[src/rtl/unlock_seq_pkg.sv]
package unlock_seq_pkg;
  localparam int NUM_STEPS = 3;
  localparam int STEP_W = 2;

  typedef enum logic [1:0] {
    ST_IDLE    = 2'd0,
    ST_ARM1    = 2'd1,
    ST_ARM2    = 2'd2,
    ST_SESSION = 2'd3
  } seqState_t;

  // control -> datapath strobes
  typedef struct packed {
    logic clrGap;
    logic runGap;
    logic startDummy;
  } ctrlStrobes_t;

  // datapath -> control status
  typedef struct packed {
    logic hit;
    logic gapExpired;
    logic pollBusy;
  } dpStatus_t;
endpackage

[src/rtl/unlock_seq_dp.sv]
module unlock_seq_dp
  import unlock_seq_pkg::*;
#(
  parameter int CMD_AW = 15,
  parameter int DATA_W = 8,
  parameter logic [31:0] CMD_ADDR0 = 32'h5555,
  parameter logic [31:0] CMD_ADDR1 = 32'h2AAA,
  parameter logic [31:0] CMD_ADDR2 = 32'h5555,
  parameter logic [DATA_W-1:0] CMD_DATA0 = 8'hAA,
  parameter logic [DATA_W-1:0] CMD_DATA1 = 8'h55,
  parameter logic [DATA_W-1:0] CMD_DATA2 = 8'hA0,
  parameter int GAP_LIMIT = 30000,
  parameter int TWC_CYCLES = 2000000
) (
  input  logic               clk,
  input  logic               rst_n,
  input  logic [CMD_AW-1:0]  cmdAddrLo,
  input  logic [DATA_W-1:0]  wrData,
  input  logic [STEP_W-1:0]  stepIdx,
  input  ctrlStrobes_t       strobes,
  output dpStatus_t          status
);
  localparam int GW = $clog2(GAP_LIMIT + 1);
  localparam int TW = $clog2(TWC_CYCLES + 1);
  localparam logic [CMD_AW-1:0] STEP_ADDR [NUM_STEPS] =
    '{CMD_ADDR0[CMD_AW-1:0], CMD_ADDR1[CMD_AW-1:0], CMD_ADDR2[CMD_AW-1:0]};
  localparam logic [DATA_W-1:0] STEP_DATA [NUM_STEPS] =
    '{CMD_DATA0, CMD_DATA1, CMD_DATA2};

  logic [NUM_STEPS-1:0] hitVec;
  logic [GW-1:0] gapCnt;
  logic [TW-1:0] dummyCnt;

  // one comparator per command step
  for (genvar i = 0; i < NUM_STEPS; i++) begin : g_step
    assign hitVec[i] = (cmdAddrLo == STEP_ADDR[i]) && (wrData == STEP_DATA[i]);
  end

  always_comb begin
    status.hit = 1'b0;
    for (int i = 0; i < NUM_STEPS; i++) begin
      if (stepIdx == STEP_W'(i)) status.hit = hitVec[i];
    end
  end

  // inter-write gap counter, saturating at the limit
  always_ff @(posedge clk) begin
    if (!rst_n) begin
      gapCnt <= '0;
    end else if (strobes.clrGap) begin
      gapCnt <= '0;
    end else if (strobes.runGap && (gapCnt < GW'(GAP_LIMIT))) begin
      gapCnt <= gapCnt + 1'b1;
    end
  end

  assign status.gapExpired = (gapCnt >= GW'(GAP_LIMIT));

  // dummy write-timer
  always_ff @(posedge clk) begin
    if (!rst_n) begin
      dummyCnt <= '0;
    end else if (strobes.startDummy) begin
      dummyCnt <= TW'(TWC_CYCLES);
    end else if (dummyCnt != '0) begin
      dummyCnt <= dummyCnt - 1'b1;
    end
  end

  assign status.pollBusy = (dummyCnt != '0);


  gap_bound_chk: assert property (@(posedge clk) disable iff (!rst_n)
    gapCnt <= GW'(GAP_LIMIT));

  poll_start_chk: assert property (@(posedge clk) disable iff (!rst_n)
    strobes.startDummy |=> status.pollBusy);

  poll_rise_chk: assert property (@(posedge clk) disable iff (!rst_n)
    $rose(status.pollBusy) |-> $past(strobes.startDummy));
endmodule

[src/rtl/unlock_seq_ctrl.sv]
module unlock_seq_ctrl
  import unlock_seq_pkg::*;
(
  input  logic              clk,
  input  logic              rst_n,
  input  logic              wrStrobe,
  input  logic              sessionDone,
  input  dpStatus_t         status,
  output logic [STEP_W-1:0] stepIdx,
  output ctrlStrobes_t      strobes,
  output logic              grant,
  output logic              reject
);
  seqState_t state, stateNext;
  logic grantNext, rejectNext;
  logic armed;

  assign armed = (state == ST_ARM1) || (state == ST_ARM2);

  always_comb begin
    unique case (state)
      ST_ARM1: stepIdx = status.gapExpired ? 2'd0 : 2'd1;
      ST_ARM2: stepIdx = status.gapExpired ? 2'd0 : 2'd2;
      default: stepIdx = 2'd0;
    endcase
  end

  always_comb begin
    stateNext  = state;
    grantNext  = 1'b0;
    rejectNext = 1'b0;
    strobes    = '0;
    strobes.runGap = armed;
    if (armed && status.gapExpired) stateNext = ST_IDLE;
    if (state == ST_SESSION) begin
      if (sessionDone) stateNext = ST_IDLE;
    end else if (wrStrobe && !status.pollBusy) begin
      if (status.hit) begin
        strobes.clrGap = 1'b1;
        unique case (stepIdx)
          2'd0:    stateNext = ST_ARM1;
          2'd1:    stateNext = ST_ARM2;
          default: begin
            stateNext = ST_SESSION;
            grantNext = 1'b1;
          end
        endcase
      end else begin
        stateNext          = ST_IDLE;
        rejectNext         = 1'b1;
        strobes.startDummy = 1'b1;
      end
    end
  end

  always_ff @(posedge clk) begin
    if (!rst_n) begin
      state  <= ST_IDLE;
      grant  <= 1'b0;
      reject <= 1'b0;
    end else begin
      state  <= stateNext;
      grant  <= grantNext;
      reject <= rejectNext;
    end
  end


  grant_reject_excl_chk: assert property (@(posedge clk) disable iff (!rst_n)
    !(grant && reject));

  grant_pulse_chk: assert property (@(posedge clk) disable iff (!rst_n)
    grant |=> !grant);

  reject_pulse_chk: assert property (@(posedge clk) disable iff (!rst_n)
    reject |=> !reject);

  grant_cause_chk: assert property (@(posedge clk) disable iff (!rst_n)
    grant |-> ($past(wrStrobe) && ($past(state) == ST_ARM2)));

  poll_ignore_chk: assert property (@(posedge clk) disable iff (!rst_n)
    (wrStrobe && status.pollBusy) |=> (!grant && !reject));

  session_quiet_chk: assert property (@(posedge clk) disable iff (!rst_n)
    (state == ST_SESSION) |=> (!grant && !reject));
endmodule

[src/rtl/unlock_seq_detector.sv]
module unlock_seq_detector
  import unlock_seq_pkg::*;
#(
  parameter int ADDR_W = 17,
  parameter int CMD_AW = 15,
  parameter int DATA_W = 8,
  parameter logic [31:0] CMD_ADDR0 = 32'h5555,
  parameter logic [31:0] CMD_ADDR1 = 32'h2AAA,
  parameter logic [31:0] CMD_ADDR2 = 32'h5555,
  parameter logic [DATA_W-1:0] CMD_DATA0 = 8'hAA,
  parameter logic [DATA_W-1:0] CMD_DATA1 = 8'h55,
  parameter logic [DATA_W-1:0] CMD_DATA2 = 8'hA0,
  parameter int GAP_LIMIT = 30000,
  parameter int TWC_CYCLES = 2000000
) (
  input  logic              clk,
  input  logic              rst_n,
  input  logic              wrStrobe,
  input  logic [ADDR_W-1:0] wrAddr,
  input  logic [DATA_W-1:0] wrData,
  input  logic              sessionDone,
  output logic              grant,
  output logic              reject,
  output logic              pollActive
);
  ctrlStrobes_t strobes;
  dpStatus_t status;
  logic [STEP_W-1:0] stepIdx;
  logic unusedAddrHi;

  // high address bits are not compared
  assign unusedAddrHi = ^wrAddr[ADDR_W-1:CMD_AW];

  unlock_seq_ctrl u_ctrl (
    .clk(clk), .rst_n(rst_n), .wrStrobe(wrStrobe), .sessionDone(sessionDone),
    .status(status), .stepIdx(stepIdx), .strobes(strobes),
    .grant(grant), .reject(reject)
  );

  unlock_seq_dp #(
    .CMD_AW(CMD_AW), .DATA_W(DATA_W),
    .CMD_ADDR0(CMD_ADDR0), .CMD_ADDR1(CMD_ADDR1), .CMD_ADDR2(CMD_ADDR2),
    .CMD_DATA0(CMD_DATA0), .CMD_DATA1(CMD_DATA1), .CMD_DATA2(CMD_DATA2),
    .GAP_LIMIT(GAP_LIMIT), .TWC_CYCLES(TWC_CYCLES)
  ) u_dp (
    .clk(clk), .rst_n(rst_n), .cmdAddrLo(wrAddr[CMD_AW-1:0]), .wrData(wrData),
    .stepIdx(stepIdx), .strobes(strobes), .status(status)
  );

  assign pollActive = status.pollBusy;


  reset_quiet_chk: assert property (@(posedge clk)
    !rst_n |=> (!grant && !reject && !pollActive));
endmodule

[config.mk]
export PLATFORM = sky130hd
export DESIGN_NAME = unlock_seq_detector
export DESIGN_NICKNAME = d
export VERILOG_FILES = /design/src/rtl/unlock_seq_pkg.sv /design/src/rtl/unlock_seq_dp.sv /design/src/rtl/unlock_seq_ctrl.sv /design/src/rtl/unlock_seq_detector.sv
export SDC_FILE = /design/constraint.sdc
export NUM_CORES = 1
export LEC_CHECK = 0
export ABC_AREA = 1
export BUFFER_PORTS_ARGS = -buffer_cell sky130_fd_sc_hd__buf_4
export CELL_PAD_IN_SITES_DETAIL_PLACEMENT = 1
export CELL_PAD_IN_SITES_GLOBAL_PLACEMENT = 2
export CORE_MARGIN = 2
export CORE_UTILIZATION = 29
export DETAILED_ROUTE_END_ITERATION = 8
export PLACE_DENSITY = 0.73
export SLEW_MARGIN = 40
export SYNTH_ARGS = -nofsm -noshare
export SYNTH_HDL_FRONTEND = slang
export SYNTH_HIERARCHICAL = 1
export SYNTH_SLANG_ARGS = --single-unit
[constraint.sdc]
create_clock -name clk -period 2.3 [get_ports clk]
set_input_delay 0.115 -clock clk [delete_from_list [all_inputs] [get_ports clk]]
set_output_delay 0.115 -clock clk [all_outputs]
set_load 0.03 [all_outputs]
==> flow_summary.yaml <==
timing:
  worst_slack_ns: 0.0865
  slew_viol_final: 0
  hold_ws_ns: 0.0814
  hold_viol_final: 0
  maxSlewHeadroom: 0.761
  min_period_over_period: 0.962
  setup_viol: 0
  fin_crit_ns: 2.21
  grt_setup_unrepaired: "true"
  finalClockSkew_ns: 0.00676
  max_freq_ghz: 0.452
  worst_slew_pin_slew_ns: 0.358
drt:
  drc_errors: 0
  avgViaCountPerCell: 4.70
  num_vias: 2720
  routedWlPerCell_um: 13.6
  drt_first_pass_iters: 4
  drt_iter0_markers: 82
  postRouteAntennaNets: 0
  wl_mm: 7.89
floorplan:
  fp.dieW_um: 100
  initial_utilization: 0.295
  rows: 35
  die_h_um: 100
  core_um2: 9150
  pin_count: 32
  die_area_um2: 10100
yosys:
  synth_nets: 441
  ys_seq_elements: 40
  syn_inst: 405
  syn_area_um2: 2700
  synthDistinctLibCells: 37
  yosys.area.top_type: "dfxtp_1"
  synth.area.top_cells: "dfxtp_1, nand2_1, nor2_1"
  yosysSeqAreaShare: 0.297
  synth.avg_cell_area_um2: 6.67
  synth-warning-count: 6
  synth_top_area_frac: 0.297
setup_path:
  start_kind: "register"
  critPathCapture: "u_dp/gapCnt[9]$_SDFFE_PP0P_"
  path_max_fanout: 7
  r2r_end: "u_dp/gapCnt[9]$_SDFFE_PP0P_"
  critPathLaunch: "u_dp/gapCnt[7]$_SDFFE_PP0P_"
  worstPathCellList: "nand2_1 > nor2_2 > o21ai_2 > nand2_2 > inv_2 > nand3_2 > inv_2 > inv_2 > nor4_2 > nand2_1 > nand3_2 > inv_2 > nor3_4 > or2_4 > clkbuf_16 > a21oi_2"
  r2r_cells: 16
  critical_path.max_stage_delay_ns: 0.36
  worstReg2RegStart: "u_dp/gapCnt[7]$_SDFFE_PP0P_"
  critPathCaptureType: "register"
  crit_arrival_ns: 2.41
  worstPathRequired_ns: 2.49
  critical_path_class: "reg -> reg"
  cp_slowest_cell: "dfxtp_1"
  cp_common_cell: "inv_2"
  rrSetupSlack_ns: 0.09
grt:
  grt_max_degree: 18
  grt_pass1_vias: 2910
  antenna_found_initial: 0
  grt-ovfl-total: 0
  grt_pass1_wl_mm: 13.4
  grtUsageTotal: 0.167
job:
  cap_violations: 0
final_layout:
  final_common_cell: "nand2_1"
  drive_above_1_share: 0.299
  antenna_cells: 0
  layout.nets: 503
  n_fill_cell: 1180
  layout_common_cells: "nand2_1, nor2_1, buf_4"
  seq_area_um2: 807
  multiInputGateArea_um2: 1730
  stdcell_area_um2: 3460
  syn_to_final_growth_pct: 28.2
clocking:
  clk_transition_reported_paths_ns: 0.08
  cts.path.max_buffers: 2
  clock-sinks: 40
  cts_root_buf: "clkbuf_8"
  cts_inserted_buffers: 5
  insertion_delay_ns: 0.30
  cts_tree: "yes"
  htreeDepth: 2
place:
  io_buffer_count: 29
  postPlaceCellArea_um2: 3230
  globalplace.congestion: 0.807
  place_worst_setup_slack_ns: -0.0898
  dp_hpwl_mm: 6.11
pwr:
  leakagePower_uw: 0.00151
  p_per_area_nw_per_um2: 1060
  peakVddDrop_uv: 421
worst_hold_path:
  worstHoldPathType: "in -> reg"
status:
  outcome: "finished, final reports clean"
## cells by family (layout without fill, tap and decap cells)
group / Yosys count / in the layout / synth area share
buf+inv: 56 / 119 / 0.0936
compound gates: 35 / 35 / 0.0862
fa+ha+maj: 7 / 7 / 0.0324
simple gates: 246 / 246 / 0.423
xor+xnor: 21 / 21 / 0.0681
flops: 40 / 40 / 0.297
## repair_timing
action,CTS,global route
gates cloned,0,1
hold buffers,0,0
gates resized for setup,8,20
pin swaps,1,10
buffers inserted,1,3
endpoints found under the setup margin,35,39
hold endpoints to repair,0,0
## routing by layer
| layer | global-route usage | routed length [um] | up-vias |
|---|---|---|---|
| met1 | 0.210 | 3750 | 1271 |
| met4 | 0.0358 | 84 | 0 |
| met2 | 0.296 | 3800 | 41 |
| li1 | - | - | 1403 |
| met5 | 0 | 0 | - |
| met3 | 0.0312 | 252 | 5 |
## area by class of cell
cell class | instances | share of cell area
repair buffers | 62 | 0.147
inverters | 49 | 0.0539
flip-flops and latches | 40 | 0.233
well taps | 111 | 0.0401
multi-input cells | 309 | 0.500
clock buffers | 8 | 0.0260
## stage by stage
step / util / total power, uW / std cells / TNS [ns]
final: 0.378 / 3680 / 579 / 0
after global routing: 0.378 / 4080 / 579 / -1.28
after CTS: 0.366 / 3700 / 575 / 0
after detailed placement: 0.353 / 3170 / 566 / -1.21
after global placement: 0.353 / 3120 / 566 / -0.00426
after floorplan: - / 2550 / 405 / 0
## critical path, delay by kind of cell, from the launching register on
kind / cells / cell delay [ns]
buf+inv: 5 / 0.42
compound gates: 2 / 0.20
flops: 1 / 0.36
simple gates: 9 / 1.11
## how the worst min path moves through the flow
stage / start / end / cells past startpoint / slack [ns]
floorplan: rst_n / u_ctrl/grant$_SDFF_PP0_ / 2 / 0.24
global placement: rst_n / u_ctrl/grant$_SDFF_PP0_ / 3 / 0.40
detailed placement: rst_n / u_ctrl/grant$_SDFF_PP0_ / 3 / 0.40
CTS: rst_n / u_ctrl/grant$_SDFF_PP0_ / 3 / 0.08
global route: rst_n / u_ctrl/grant$_SDFF_PP0_ / 3 / 0.08
finish: rst_n / u_ctrl/grant$_SDFF_PP0_ / 3 / 0.08
## report_power, final
group / total, uW / switching [uW] / internal, uW / leakage, uW
clock network: 506 / 261 / 245 / 0.0000455
logic: 2160 / 1370 / 795 / 0.00114
registers: 1020 / 154 / 862 / 0.000328
## synth_stat cells
cell,number
o21ai_0,1
buf_2,1
nand3_1,24
nor3_4,1
nand2_1,101
nand3_4,1
buf_6,2
nand2_2,12
inv_1,43
nand3b_1,1
nor2_1,69
buf_12,1
nor2_2,3
nor3_1,7
inv_2,5
nand4_4,1
xor2_1,13
nor3b_1,2
or2_2,1
nor4_1,6
a21oi_1,17
inv_4,1
a21o_1,2
ha_1,7
and2_1,1
o21ai_2,3
a21oi_2,11
dfxtp_1,40
nor3_2,3
and3_1,2
nand4_1,8
o21ai_1,1
buf_4,2
nor2_4,2
clkbuf_1,1
xnor2_1,8
nand4_2,1
## flip-flops by register name (all words and copies together), names as in the netlist
name / flops
u_ctrl/reject: 1
u_ctrl/state: 2
u_dp/gapCnt: 15
u_dp/dummyCnt: 21
u_ctrl/grant: 1
Power figures use the tool's default switching activity.
